<file path="src/rtl/sra_pkg.sv">
// Package: state encoding, unit opcodes and the control word shared by the
// controller and the datapath of the magnitude estimator.
package sra_pkg;

    // Controller states, one per schedule step.
    typedef enum logic [2:0] {
        ST_IDLE,
        ST_ABS,
        ST_ORDER,
        ST_SCALE,
        ST_TRIM,
        ST_SUM,
        ST_PICK,
        ST_DONE
    } sra_state_e;

    // Operations of the four-function unit.
    typedef enum logic [1:0] {
        AU1_ABS,
        AU1_MIN,
        AU1_ADD,
        AU1_SUB
    } au1_op_e;

    // Operations of the two-function unit.
    typedef enum logic {
        AU2_ABS,
        AU2_MAX
    } au2_op_e;

    // First-operand source for the four-function unit.
    typedef enum logic [1:0] {
        SRC_R1,
        SRC_R2,
        SRC_R3
    } au1_src_e;

    // Write selects of the working registers.
    typedef enum logic [1:0] {
        R1_KEEP,
        R1_INPUT,
        R1_FROM_AU2
    } r1_sel_e;

    typedef enum logic [1:0] {
        R2_KEEP,
        R2_INPUT,
        R2_FROM_AU1,
        R2_FROM_SH
    } r2_sel_e;

    // Control word issued by the controller in each state.
    typedef struct packed {
        au1_op_e  au1_op;
        au1_src_e au1_src;
        au2_op_e  au2_op;
        r1_sel_e  r1_sel;
        r2_sel_e  r2_sel;
        logic     r3_en;
    } sra_ctrl_t;

endpackage

</file>
<file path="src/rtl/sra_au1.sv">
// Four-function arithmetic unit: saturating absolute value of opa,
// unsigned min, add and subtract.
// Assumes opa/opb are non-negative for min/add/sub and that the schedule
// never asks for a sum or difference that leaves the W-bit unsigned range.
module sra_au1
    import sra_pkg::*;
#(
    parameter int W = 16
) (
    input  logic         clk,
    input  logic         rst_n,
    input  au1_op_e      op,
    input  logic [W-1:0] opa,
    input  logic [W-1:0] opb,
    output logic [W-1:0] res
);
    localparam logic [W-1:0] MOST_NEG = {1'b1, {(W-1){1'b0}}};
    localparam logic [W-1:0] MOST_POS = {1'b0, {(W-1){1'b1}}};

    // Select the result of the requested operation.
    always_comb begin
        unique case (op)
            AU1_ABS: begin
                if (opa == MOST_NEG)  res = MOST_POS;
                else if (opa[W-1])    res = -opa;
                else                  res = opa;
            end
            AU1_MIN: res = (opa < opb) ? opa : opb;
            AU1_ADD: res = opa + opb;
            default: res = opa - opb;
        endcase
    end

    // a saturated absolute value never has its sign bit set.
    a_r5_abs_nonneg: assert property (@(posedge clk) disable iff (!rst_n)
        (op == AU1_ABS) |-> !res[W-1]);

    // the minimum never exceeds either operand.
    a_r4_min_bound: assert property (@(posedge clk) disable iff (!rst_n)
        (op == AU1_MIN) |-> (res <= opa && res <= opb));

    // a sum of non-negative operands does not wrap.
    a_r4_add_no_wrap: assert property (@(posedge clk) disable iff (!rst_n)
        (op == AU1_ADD) |-> (res >= opa));

endmodule

</file>
<file path="src/rtl/sra_au2.sv">
// Two-function arithmetic unit: saturating absolute value of opa and
// unsigned max of opa and opb.
// Assumes opa/opb are non-negative whenever max is requested.
module sra_au2
    import sra_pkg::*;
#(
    parameter int W = 16
) (
    input  logic         clk,
    input  logic         rst_n,
    input  au2_op_e      op,
    input  logic [W-1:0] opa,
    input  logic [W-1:0] opb,
    output logic [W-1:0] res
);
    localparam logic [W-1:0] MOST_NEG = {1'b1, {(W-1){1'b0}}};
    localparam logic [W-1:0] MOST_POS = {1'b0, {(W-1){1'b1}}};

    // Select absolute value or maximum.
    always_comb begin
        if (op == AU2_ABS) begin
            if (opa == MOST_NEG)  res = MOST_POS;
            else if (opa[W-1])    res = -opa;
            else                  res = opa;
        end else begin
            res = (opa > opb) ? opa : opb;
        end
    end

    // a saturated absolute value never has its sign bit set.
    a_r5_abs2_nonneg: assert property (@(posedge clk) disable iff (!rst_n)
        (op == AU2_ABS) |-> !res[W-1]);

    // the maximum is at least each operand.
    a_r9_max_floor: assert property (@(posedge clk) disable iff (!rst_n)
        (op == AU2_MAX) |-> (res >= opa && res >= opb));

endmodule

</file>
<file path="src/rtl/sra_rshift.sv">
// Fixed logical right shifter by SH bits; truncates toward zero.
// Assumes the operand is a non-negative magnitude.
module sra_rshift #(
    parameter int W  = 16,
    parameter int SH = 1
) (
    input  logic [W-1:0] din,
    output logic [W-1:0] dout
);
    // Constant shift: pure wiring.
    always_comb dout = din >> SH;
endmodule

</file>
<file path="src/rtl/sra_ctrl.sv">
// Schedule controller: steps through the seven-state schedule after an
// accepted start and issues one control word per state.
// Assumes start is only meaningful in idle; it is ignored elsewhere.
module sra_ctrl
    import sra_pkg::*;
(
    input  logic       clk,
    input  logic       rst_n,
    input  logic       start,
    output sra_state_e state,
    output sra_ctrl_t  ctrl,
    output logic       done
);
    sra_state_e st_q, st_d;

    // State register with synchronous active-low reset.
    always_ff @(posedge clk) begin
        if (!rst_n) st_q <= ST_IDLE;
        else        st_q <= st_d;
    end

    // Next-state function: a fixed walk once started.
    always_comb begin
        unique case (st_q)
            ST_IDLE:  st_d = start ? ST_ABS : ST_IDLE;
            ST_ABS:   st_d = ST_ORDER;
            ST_ORDER: st_d = ST_SCALE;
            ST_SCALE: st_d = ST_TRIM;
            ST_TRIM:  st_d = ST_SUM;
            ST_SUM:   st_d = ST_PICK;
            ST_PICK:  st_d = ST_DONE;
            default:  st_d = ST_IDLE;
        endcase
    end

    // Control word decode: one operation per unit per state.
    always_comb begin
        ctrl = '{au1_op: AU1_ABS, au1_src: SRC_R2, au2_op: AU2_ABS,
                 r1_sel: R1_KEEP, r2_sel: R2_KEEP, r3_en: 1'b0};
        unique case (st_q)
            ST_IDLE: begin
                if (start) begin
                    ctrl.r1_sel = R1_INPUT;
                    ctrl.r2_sel = R2_INPUT;
                end
            end
            ST_ABS: begin
                ctrl.au2_op  = AU2_ABS;
                ctrl.au1_op  = AU1_ABS;
                ctrl.au1_src = SRC_R2;
                ctrl.r1_sel  = R1_FROM_AU2;
                ctrl.r2_sel  = R2_FROM_AU1;
            end
            ST_ORDER: begin
                ctrl.au2_op  = AU2_MAX;
                ctrl.au1_op  = AU1_MIN;
                ctrl.au1_src = SRC_R1;
                ctrl.r1_sel  = R1_FROM_AU2;
                ctrl.r2_sel  = R2_FROM_AU1;
            end
            ST_SCALE: begin
                ctrl.r3_en  = 1'b1;
                ctrl.r2_sel = R2_FROM_SH;
            end
            ST_TRIM: begin
                ctrl.au1_op  = AU1_SUB;
                ctrl.au1_src = SRC_R1;
                ctrl.r2_sel  = R2_FROM_AU1;
            end
            ST_SUM: begin
                ctrl.au1_op  = AU1_ADD;
                ctrl.au1_src = SRC_R3;
                ctrl.r2_sel  = R2_FROM_AU1;
            end
            ST_PICK: begin
                ctrl.au2_op = AU2_MAX;
                ctrl.r1_sel = R1_FROM_AU2;
            end
            default: ;
        endcase
    end

    assign state = st_q;
    assign done  = (st_q == ST_DONE);

    // the last schedule step is always followed by the done cycle.
    a_r2_done_follows: assert property (@(posedge clk) disable iff (!rst_n)
        (st_q == ST_PICK) |=> done);

    // done lasts exactly one cycle.
    a_r3_done_pulse: assert property (@(posedge clk) disable iff (!rst_n)
        done |=> !done);

    // a busy controller never restarts the schedule.
    a_r6_no_restart: assert property (@(posedge clk) disable iff (!rst_n)
        (st_q != ST_IDLE) |=> (st_q != ST_ABS));

endmodule

</file>
<file path="src/rtl/sra_magnitude.sv">
// Top level: three shared working registers, two merged arithmetic units
// and two fixed shifters, sequenced by sra_ctrl.
// Register use over a run:
//   a, |a|, x, result
//   b, |b|, y, x>>3, x-x>>3, sum
//   y>>1
// Assumes inputs are two's complement; mag is R1 and is meaningful when
// done is high and until the next accepted start.
module sra_magnitude
    import sra_pkg::*;
#(
    parameter int W = 16
) (
    input  logic         clk,
    input  logic         rst_n,
    input  logic         start,
    input  logic [W-1:0] in_a,
    input  logic [W-1:0] in_b,
    output logic [W-1:0] mag,
    output logic         done
);
    localparam int SH_SMALL = 1;
    localparam int SH_LARGE = 3;

    sra_state_e   state;
    sra_ctrl_t    ctrl;
    logic [W-1:0] r1_q, r2_q, r3_q;
    logic [W-1:0] au1_a, au1_res, au2_res;
    logic [W-1:0] sh_res [2];
    logic [W-1:0] sh_src [2];

    sra_ctrl u_ctrl (
        .clk   (clk),
        .rst_n (rst_n),
        .start (start),
        .state (state),
        .ctrl  (ctrl),
        .done  (done)
    );

    // First-operand mux of the four-function unit.
    always_comb begin
        unique case (ctrl.au1_src)
            SRC_R1:  au1_a = r1_q;
            SRC_R3:  au1_a = r3_q;
            default: au1_a = r2_q;
        endcase
    end

    sra_au1 #(.W(W)) u_au1 (
        .clk   (clk),
        .rst_n (rst_n),
        .op    (ctrl.au1_op),
        .opa   (au1_a),
        .opb   (r2_q),
        .res   (au1_res)
    );

    sra_au2 #(.W(W)) u_au2 (
        .clk   (clk),
        .rst_n (rst_n),
        .op    (ctrl.au2_op),
        .opa   (r1_q),
        .opb   (r2_q),
        .res   (au2_res)
    );

    // Shifter 0 halves y (from R2); shifter 1 divides x (from R1) by eight.
    assign sh_src[0] = r2_q;
    assign sh_src[1] = r1_q;

    for (genvar g = 0; g < 2; g++) begin : g_shift
        sra_rshift #(
            .W  (W),
            .SH ((g == 0) ? SH_SMALL : SH_LARGE)
        ) u_sh (
            .din  (sh_src[g]),
            .dout (sh_res[g])
        );
    end

    // update: input load or result of the two-function unit.
    always_ff @(posedge clk) begin
        if (!rst_n) begin
            r1_q <= '0;
        end else begin
            unique case (ctrl.r1_sel)
                R1_INPUT:    r1_q <= in_a;
                R1_FROM_AU2: r1_q <= au2_res;
                default:     r1_q <= r1_q;
            endcase
        end
    end

    // update: input load, four-function result or the divide-by-eight.
    always_ff @(posedge clk) begin
        if (!rst_n) begin
            r2_q <= '0;
        end else begin
            unique case (ctrl.r2_sel)
                R2_INPUT:    r2_q <= in_b;
                R2_FROM_AU1: r2_q <= au1_res;
                R2_FROM_SH:  r2_q <= sh_res[1];
                default:     r2_q <= r2_q;
            endcase
        end
    end

    // update: captures the halved minimum.
    always_ff @(posedge clk) begin
        if (!rst_n)          r3_q <= '0;
        else if (ctrl.r3_en) r3_q <= sh_res[0];
    end

    assign mag = r1_q;

    // an idle block without a start keeps its result.
    a_r7_result_hold: assert property (@(posedge clk) disable iff (!rst_n)
        (state == ST_IDLE && !start) |=> $stable(mag));

    // the final max step never lowers the result below x held in R1.
    a_r9_result_floor: assert property (@(posedge clk) disable iff (!rst_n)
        (state == ST_PICK) |=> (mag >= $past(r1_q)));

endmodule

</file>
<file path="config.mk">
export PLATFORM = sky130hd
export DESIGN_NAME = sra_magnitude
export DESIGN_NICKNAME = d
export VERILOG_FILES = /design/src/rtl/sra_pkg.sv /design/src/rtl/sra_au1.sv /design/src/rtl/sra_au2.sv /design/src/rtl/sra_rshift.sv /design/src/rtl/sra_ctrl.sv /design/src/rtl/sra_magnitude.sv
export SDC_FILE = /design/constraint.sdc
export NUM_CORES = 1
export LEC_CHECK = 0
export BUFFER_PORTS_ARGS = -buffer_cell sky130_fd_sc_hd__buf_4
export CAP_MARGIN = 10
export CORE_UTILIZATION = 55
export CTS_BUF_LIST = sky130_fd_sc_hd__clkbuf_8
export CTS_CLUSTER_SIZE = 25
export DETAILED_ROUTE_END_ITERATION = 6
export PLACE_DENSITY = 0.74
export SKIP_CTS_REPAIR_TIMING = 1
export SLEW_MARGIN = 20
export SYNTH_ARGS = -nofsm -noshare
export SYNTH_HDL_FRONTEND = slang
export SYNTH_SLANG_ARGS = --single-unit
</file>
<file path="constraint.sdc">
create_clock -name clk -period 10.5 [get_ports clk]
set_input_delay 0 -clock clk [delete_from_list [all_inputs] [get_ports clk]]
set_output_delay 0 -clock clk [all_outputs]
set_load 0.03 [all_outputs]
</file>
# Yosys cells after proc, flatten, opt, wreduce, memory -nomap -nowiden
# Index checks and enable logic that the tools add are counted.
# W data, S select, Z words.
word_totals:
  ff_bits: 50
  output_inout_bits: 17
op_classes:
  add_sub_neg: 4
  magnitude_cmp: 2
  n_eq_ne: 20
  mux: 19
  reduce_logical: 11
ops:
  columns: ["cell", "n"]
  rows:
  - ["$mux W16", 7]
  - ["$pmux W16 S3", 2]
  - ["$pmux W16 S2", 2]
  - ["$eq A16 B16 Y1 const B", 2]
  - ["$neg A16 Y16", 2]
  - ["$pmux W3 S7", 1]
  - ["$add A16 B16 Y16", 1]
  - ["$gt A16 B16 Y1", 1]
  - ["$lt A16 B16 Y1", 1]
  - ["$sub A16 B16 Y16", 1]
  - ["$eq A3 B3 Y1 const B", 4]
  - ["$pmux W4 S3", 1]
  - ["$eq A2 B2 Y1 const B", 5]
  - ["$eq A2 B1 Y1 const B", 3]
  - ["$eq A3 B2 Y1 const B", 2]
  - ["$pmux W2 S3", 1]
  - ["$logic_not A2 Y1", 2]
  - ["$ne A4 B2 Y1 const B", 1]
  - ["$pmux W2 S2", 1]
  - ["$reduce_and A2 Y1", 2]
  - ["$reduce_or A4 Y1", 1]
  - ["$eq A3 B1 Y1 const B", 1]
  - ["$logic_not A3 Y1", 1]
  - ["$mux W1", 3]
  - ["8 further kinds", 8]

# Longest topological paths before layout
# Gate-level depths: netlist of run 1.
depth:
  depth_word: 9
  depth_mapped: 19

# By module
# Synthesis of run 1 repeated with hierarchy kept, for this count alone.
unflattened:
  hier_cells: 870
  hier_area_um2: 6900.4
modules_own_cells:
  columns: ["module", "instances", "cells_per_inst", "area_each_um2"]
  rows:
  - ["sra_magnitude", 1, 250, 2582.5]
  - ["sra_au1", 1, 380, 2552.4]
  - ["sra_au2", 1, 171, 1232.4]
  - ["sra_ctrl", 1, 35, 285.3]
  - ["sra_rshift", 2, 17, 123.9]

# Least setup slack after synthesis of run 1
# OpenSTA, ideal clock, no wires.
synth_path:
  path_kind: "register to register"
  from: "reg u_ctrl.st_q[1] (netlist: u_ctrl.state[1])"
  to: "reg r2_q[5]"
  setup_ps: 115
  arrival_ps: 3757
  required_ps: 10385
  setup_slack_ps: 6629
  path_stages_with_launch: 18
  n_path_buf: 3
  period_less_slack_ps: 3871
  cell_sequence: "dfxtp_1 clkbuf_1 clkbuf_1 nor3b_1 o21ai_0 o221a_2 inv_1 ha_1 fa_1 nor2b_1 o21ai_0 a211oi_1 o21ai_0 a211oi_1 or3_1 clkbuf_1 nor2_1 a2111oi_0"
synth_via:
  elab_chain_len: 9
  word_cells_on_any_way: 31
synth_lines:
  columns: ["item", "line", "text"]
  rows:
  - ["start: declaration", "sra_ctrl.sv:14", "sra_state_e st_q, st_d;"]
  - ["start signal: assignment", "sra_ctrl.sv:19", "else st_q <= st_d;"]
  - ["$eq A3 B3 Y1 or $eq A3 B2 Y1 (tied branches)", "sra_ctrl.sv:40", "unique case (st_q)"]
  - ["$pmux W4 S3", "sra_ctrl.sv:40", null]
  - ["$eq A2 B2 Y1 or $logic_not A2 Y1 (tied branches)", "sra_magnitude.sv:43", "unique case (ctrl.au1_src)"]
  - ["$pmux W16 S2", "sra_magnitude.sv:43", null]
  - ["$neg A16 Y16", "sra_au1.sv:25", "else if (opa[W-1]) res = -opa;"]
  - ["$mux W16", "sra_au1.sv:25", null]
  - ["$mux W16", "sra_au1.sv:24", "if (opa == MOST_NEG) res = MOST_POS;"]
  - ["$pmux W16 S3", "sra_au1.sv:22", "unique case (op)"]
  - ["$pmux W16 S3", "sra_magnitude.sv:100", "unique case (ctrl.r2_sel)"]
  - ["end signal: assignment", "sra_magnitude.sv:101", "R2_INPUT: r2_q <= in_b;"]
  - ["end signal: assignment", "sra_magnitude.sv:102", "R2_FROM_AU1: r2_q <= au1_res;"]
  - ["end signal: assignment", "sra_magnitude.sv:103", "R2_FROM_SH: r2_q <= sh_res[1];"]
  - ["end: declaration", "sra_magnitude.sv:27", "logic [W-1:0] r1_q, r2_q, r3_q;"]
# Parallel ways exist; a longest one is shown, timed or not. The select of a mux whose other input is x is not followed.
# A chain may end at the register's enable or synchronous reset.

# Final worst setup path of run 1
layout_path:
  from: "reg u_ctrl.st_q[0] (netlist: u_ctrl.state[0])"
  to: "reg r2_q[5]"
# The elaborated chain is that of the path after synthesis.

==> metrics.cfg, run 1 <==
[outcome]
status=finished clean

[logic_synthesis]
synth_edf_count=0
synth.distinct_cells=78
synth_top_area_share_pct=16.66
yosysSeqAreaShare_pct=16.66
synth_ff_type=dfxtp_1
async_flop_share_pct=0
synth.most_common_cell=nor2_1
synth_area_um2=6008
syn_nets=933
yosysTopAreaCell=dfxtp_1
synthTopCellsByCount=nor2_1, nand2_1, a21oi_1
synth_area_per_cell_um2=7.119
yosys-top-cells-area=dfxtp_1, ha_1, a21oi_1, o21ai_0, nor2_1
ys_seq_elements=50
synth_cells=844
yosys_warnings=0

[timing]
slew_headroom_pct=15.90
drv_slew=0
skew_ns=0.02033
hold_viol=0
fmax_ghz=0.1741
fin_crit_sh_pct=54.72
setup_viol=0
setup_tns_ns=0
rsz0062_at_grt=false
period_minus_slack_ns=5.745
worst_pin_slew_ns=1.253

[clock_network]
clock-sinks=50
cts_tree=yes
clock_latency_ns=0.34
cts_inserted_buffers=5
path_clk_slew_ns=0.11
htreeDepth=2
clockRootBuffer=clkbuf_8
clockBufferDepth=2

[layout]
final_nets=949
fin_cells=997
drive_gt1_share_pct=11.38
antenna_cells=0
area_delta_synth_final_pct=9.808
finalInstanceArea_um2=6598

[worst_setup_path]
critPathMaxFanout=27
cp.arrival_ns=5.96
cp-start-kind=flip-flop
crit_type=flip-flop to flip-flop
crit_path_end_kind=flip-flop
cp.required_ns=10.72

[floorplan]
io_pins=52
row_count=37
design.die.area_um2=11350
initial_core_util_pct=57.43
fp.dieW_um=106.5
die_h_um=106.5
core-area_um2=10460

[global_route]
grt_max_degree=52
first_global_vias=6495
grtUsageTotal_pct=43.66
grt_antenna_before_repair=0
overflow=0
grt_pass1_wl_um=36970

[routing]
wl_per_cell_um=24.61
via_per_inst=6.983
wl_um=24540
postRouteAntennaNets=0
drc_errors=0
vias=6962
first_pass_iters=5
drtIter0Drc=836

[flow_run]
cap_violations=0

[pwr]
total_power_uw=1618
leakage_uw=0.002648
ir_drop_uv=172.6
power.density_nw_per_um2=245.2

[place]
globalplace.congestion=1.038
postPlaceCellArea_um2=6445
dp_cells=988
numPortBuffers=51
dp_hpwl_um=18280

[worst_hold_path]
hold_path_class=input pin to flip-flop

## final cells by class
cell class	instances	area (um^2)
multi-input combinational	686	4598
fill	983	3865
sequential	50	1001
timing repair buffer	65	490.5
inverter	52	195.2
tap	136	170.2
clock buffer	6	82.58
clock inverter	2	60.06
## metal layers
layer	GRT usage [%]	part of all wire, %
met5	0	0
met4	24.46	6.1
met3	13.12	14
met2	62.76	40
met1	57.71	40
## stage by stage
stage	utilization (%)	hold slack [ns]	worst slack, ns
2_1_floorplan	-	0.1796	6.629
3_3_place_gp	61.60	0.3148	5.155
3_5_place_dp	61.60	0.3123	4.940
4_1_cts	62.96	-0.02469	4.928
5_1_grt	63.06	0.01557	4.307
6_report	63.06	0.003057	4.755
## kinds of logic after synthesis
| family | count (synthesis) | synth area share, % |
|---|---|---|
| XOR/XNOR | 35 | 5.227 |
| multiplexers | 15 | 2.499 |
| buffers and inverters | 108 | 6.893 |
| AO/OA/AOI/OAI | 293 | 33.28 |
| adder cells (fa/ha/maj) | 54 | 11.50 |
| flip-flops | 50 | 16.66 |
| AND/OR/NAND/NOR | 289 | 23.95 |
## registers in the layout, summed over array words and instances, names as in the netlist
signal        count
mag              16
r2_q             16
r3_q             15
u_ctrl.state      3
## cell usage in the layout (no fill, tap or decap), types with 9 or more instances in the layout
cell	instances
nand2b_1	13
nor2_1	79
a31oi_1	12
a21oi_1	72
nor3_1	22
mux2i_1	15
xnor2_1	25
nand3_1	16
xor2_1	9
dfxtp_1	50
a221oi_1	13
nor2b_1	26
nor3b_1	14
inv_1	47
a211oi_1	19
nand2_1	78
o21ai_0	62
o21a_1	9
buf_4	64
ha_1	52
## report_power, final
group	switching, uW	total (uW)	internal [uW]	leakage, uW
combinational	672	1090	418	0.00217
sequential	124	350	225	0.000410
clock	76.5	178	102	0.0000714
total	873	1620	745	0.00265
## critical path, stage by stage (launching register included)
cell and delay (ns):
dfxtp_1 0.97, buf_4 0.38, nand2b_1 0.52, nand2_2 0.36, o221ai_2 0.37, inv_2 0.12, ha_1 0.43, nor2b_1 0.15
o21ai_0 0.11, a211oi_1 0.42, o21ai_0 0.22, a211oi_1 0.35, or3_1 0.67, nor2_1 0.15, a2111oi_0 0.39
## final timing paths
kind / start / end / slack [ns] / depth (start not counted)
max: u_ctrl.state[0] / r2_q[5] / 4.75 / 14
min: in_a[5] / mag[5] / 0.003 / 3
max reg2reg: u_ctrl.state[0] / r2_q[5] / 4.75 / 14
min reg2reg: r3_q[0] / r3_q[0] / 0.46 / 2
No activity file was read; power rests on OpenSTA's default activity.
==> run 2: changes to the inputs <==
--- a/config.mk
+++ b/config.mk
@@ -5,13 +5,14 @@
 export SDC_FILE = /design/constraint.sdc
 export NUM_CORES = 1
 export LEC_CHECK = 0
+export ABC_AREA = 1
 export BUFFER_PORTS_ARGS = -buffer_cell sky130_fd_sc_hd__buf_4
 export CAP_MARGIN = 10
 export CORE_UTILIZATION = 55
 export CTS_BUF_LIST = sky130_fd_sc_hd__clkbuf_8
 export CTS_CLUSTER_SIZE = 25
 export DETAILED_ROUTE_END_ITERATION = 6
-export PLACE_DENSITY = 0.74
+export PLACE_DENSITY = 0.77
 export SKIP_CTS_REPAIR_TIMING = 1
 export SLEW_MARGIN = 20
 export SYNTH_ARGS = -nofsm -noshare
==> constraint.sdc (replaced) <==
create_clock -name clk -period 4.65 [get_ports clk]
set_input_delay 0 -clock clk [delete_from_list [all_inputs] [get_ports clk]]
set_output_delay 0 -clock clk [all_outputs]
set_load 0.03 [all_outputs]
==> metrics.cfg, run 2 <==
[outcome]
status=finished with violations
violations=negative hold slack

[routing]
drtIter0Drc=757
drc_errors=0
postRouteAntennaNets=0
first_pass_iters=6
wl_um=19700
wl_per_cell_um=16.81
via_per_inst=5.811
vias=6811

[layout]
final_nets=1124
final_common_cell=nand2_1
area_delta_synth_final_pct=9.765
fin_cells=1172
final_cell_mix=nand2_1, inv_1, a21oi_1
antenna_cells=0
drive_gt1_share_pct=11.97
fillers=1034

[worst_setup_path]
slowest_delay_ns=0.46
cp_top_family=simple AND/OR/NAND/NOR gates
crit_type=flip-flop to flip-flop
crit_path_end_kind=flip-flop
cp_num_buf_inv=5
critPathMaxFanout=19
cp.arrival_ns=4.14
path_cells=nand2_2 -> nor2_4 -> buf_4 -> nand2_1 -> o211ai_2 -> inv_1 -> ha_1 -> fa_1 -> inv_1 -> nand3_1 -> nand2_1 -> a21oi_1 -> inv_1 -> nand3_1 -> nand4_1 -> nand2_1 -> a21oi_2 -> inv_2 -> o21ai_0 -> a21oi_1
cp.required_ns=4.87
cp-start-kind=flip-flop
crit_slowest_cell=dfxtp_1

[worst_hold_path]
hold_path_class=input pin to flip-flop

[logic_synthesis]
synth_top_area_share_pct=16.76
synth_edf_count=0
ys_seq_elements=50
synth.most_common_cell=nand2_1
async_flop_share_pct=0
synth_cells=998
yosysTopAreaCell=dfxtp_1
syn_nets=1087
yosysSeqAreaShare_pct=16.76
synth_area_um2=5971
synthTopCellsByCount=nand2_1, inv_1, a21oi_1
synth_area_per_cell_um2=5.983
synth.distinct_cells=45
yosys_warnings=0
synth_ff_type=dfxtp_1
yosys-top-cells-area=dfxtp_1, nand2_1, ha_1, a21oi_1, inv_1

[floorplan]
die_h_um=106.2
fp.dieW_um=106.2
row_count=37
design.die.area_um2=11280
io_pins=52
core-area_um2=10420
initial_core_util_pct=57.32

[timing]
slew_headroom_pct=38.55
hold_viol=9
setup_ws_ns=0.7243
skew_ns=0.009658
fin_hold_ws_ns=-0.02781
rsz0062_at_grt=false
fin_crit_sh_pct=84.42
drv_slew=0
fmax_ghz=0.2547
period_minus_slack_ns=3.926
worst_pin_slew_ns=0.9216
setup_tns_ns=0
setup_viol=0

[global_route]
overflow=0
grtUsageTotal_pct=35.62
met3_usage_pct=5.457
grt_max_degree=33
grt_pass1_wl_um=31570
gr-max-usage-layer=met2
met1_usage_pct=47.34
first_global_vias=6300
grt_antenna_before_repair=0
gr-usage-met2_pct=57.75

[clock_network]
clock-sinks=50
clock_latency_ns=0.32
clockRootBuffer=clkbuf_8
clockBufferDepth=2
htreeDepth=2
cts_inserted_buffers=5
cts_tree=yes
path_clk_slew_ns=0.10

[place]
dp_hpwl_um=15350
dp_slack_ns=0.8490
numPortBuffers=51
globalplace.congestion=0.9531
dp_cells=1161

[pwr]
leakage_uw=0.003422
ir_drop_uv=438.1
power.density_nw_per_um2=562.3

[flow_run]
cap_violations=0

## run 2: cell count changes after synthesis, moves of 25 or more
cell      before  now
clkbuf_1      43   18
nand3_1       16   77
nand2_1       78  233
xnor2_1       25    0
nor2b_1       26    0
inv_1         47  128
o21ai_0       62   94
a21oi_1       72  107
## run 2: final timing paths
check | start | endpoint | slack, ns | cells after the start
worst min-delay path | in_a[6] | mag[6] | -0.03 | 3
worst max-delay path | u_ctrl.state[2] | r2_q[15] | 0.72 | 20
worst min register to register | r3_q[8] | r3_q[8] | 0.55 | 2
worst max register to register | u_ctrl.state[2] | r2_q[15] | 0.72 | 20
## run 2: cell families after synthesis
group / after synthesis / synth area share (%)
AND/OR/NAND/NOR: 457 / 34.97
XOR/XNOR: 12 / 1.760
adder cells (fa/ha/maj): 54 / 11.57
flip-flops: 50 / 16.76
AO/OA/AOI/OAI: 249 / 23.01
buffers and inverters: 176 / 11.92
## run 2: final cells by class
type	instances	area (um^2)	area share, %
well taps	136	170.2	2.596
flip-flops and latches	50	1001	15.27
repair buffers	62	473.0	7.216
inverters	144	541.8	8.267
multi-input cells	772	4258	64.97
clock inverters	3	41.29	0.6300
clock buffers	5	68.82	1.050
## run 2: metal layers
layer  vias to the layer above  wire [um]
li1                       3386          -
met1                      3042       8240
met2                       347       9111
met3                        36       1921
met4                         0        425
met5                         -          0
## run 2: worst min-delay path, stage by stage
cell	delay (ns)
buf_4	0.08
o22ai_1	0.06
a21oi_1	0.12
## run 2: stage by stage
stage	utilization (%)	instance area (um^2)	power (uW)	hold WS [ns]
floorplan	-	5971	2624	0.1885
global placement	61.57	6414	3282	0.2856
detailed placement	61.57	6414	3292	0.2918
CTS	62.63	6524	3622	-0.03786
global route	62.92	6554	4015	0.001161
finish	62.92	6554	3685	-0.02781
## run 2: where the power goes
group | leakage (uW) | internal, uW | total [uW] | switching [uW]
combinational | 0.00295 | 888 | 2670 | 1780
clock | 0.0000556 | 159 | 324 | 165
sequential | 0.000412 | 525 | 693 | 168
total | 0.00342 | 1570 | 3690 | 2110
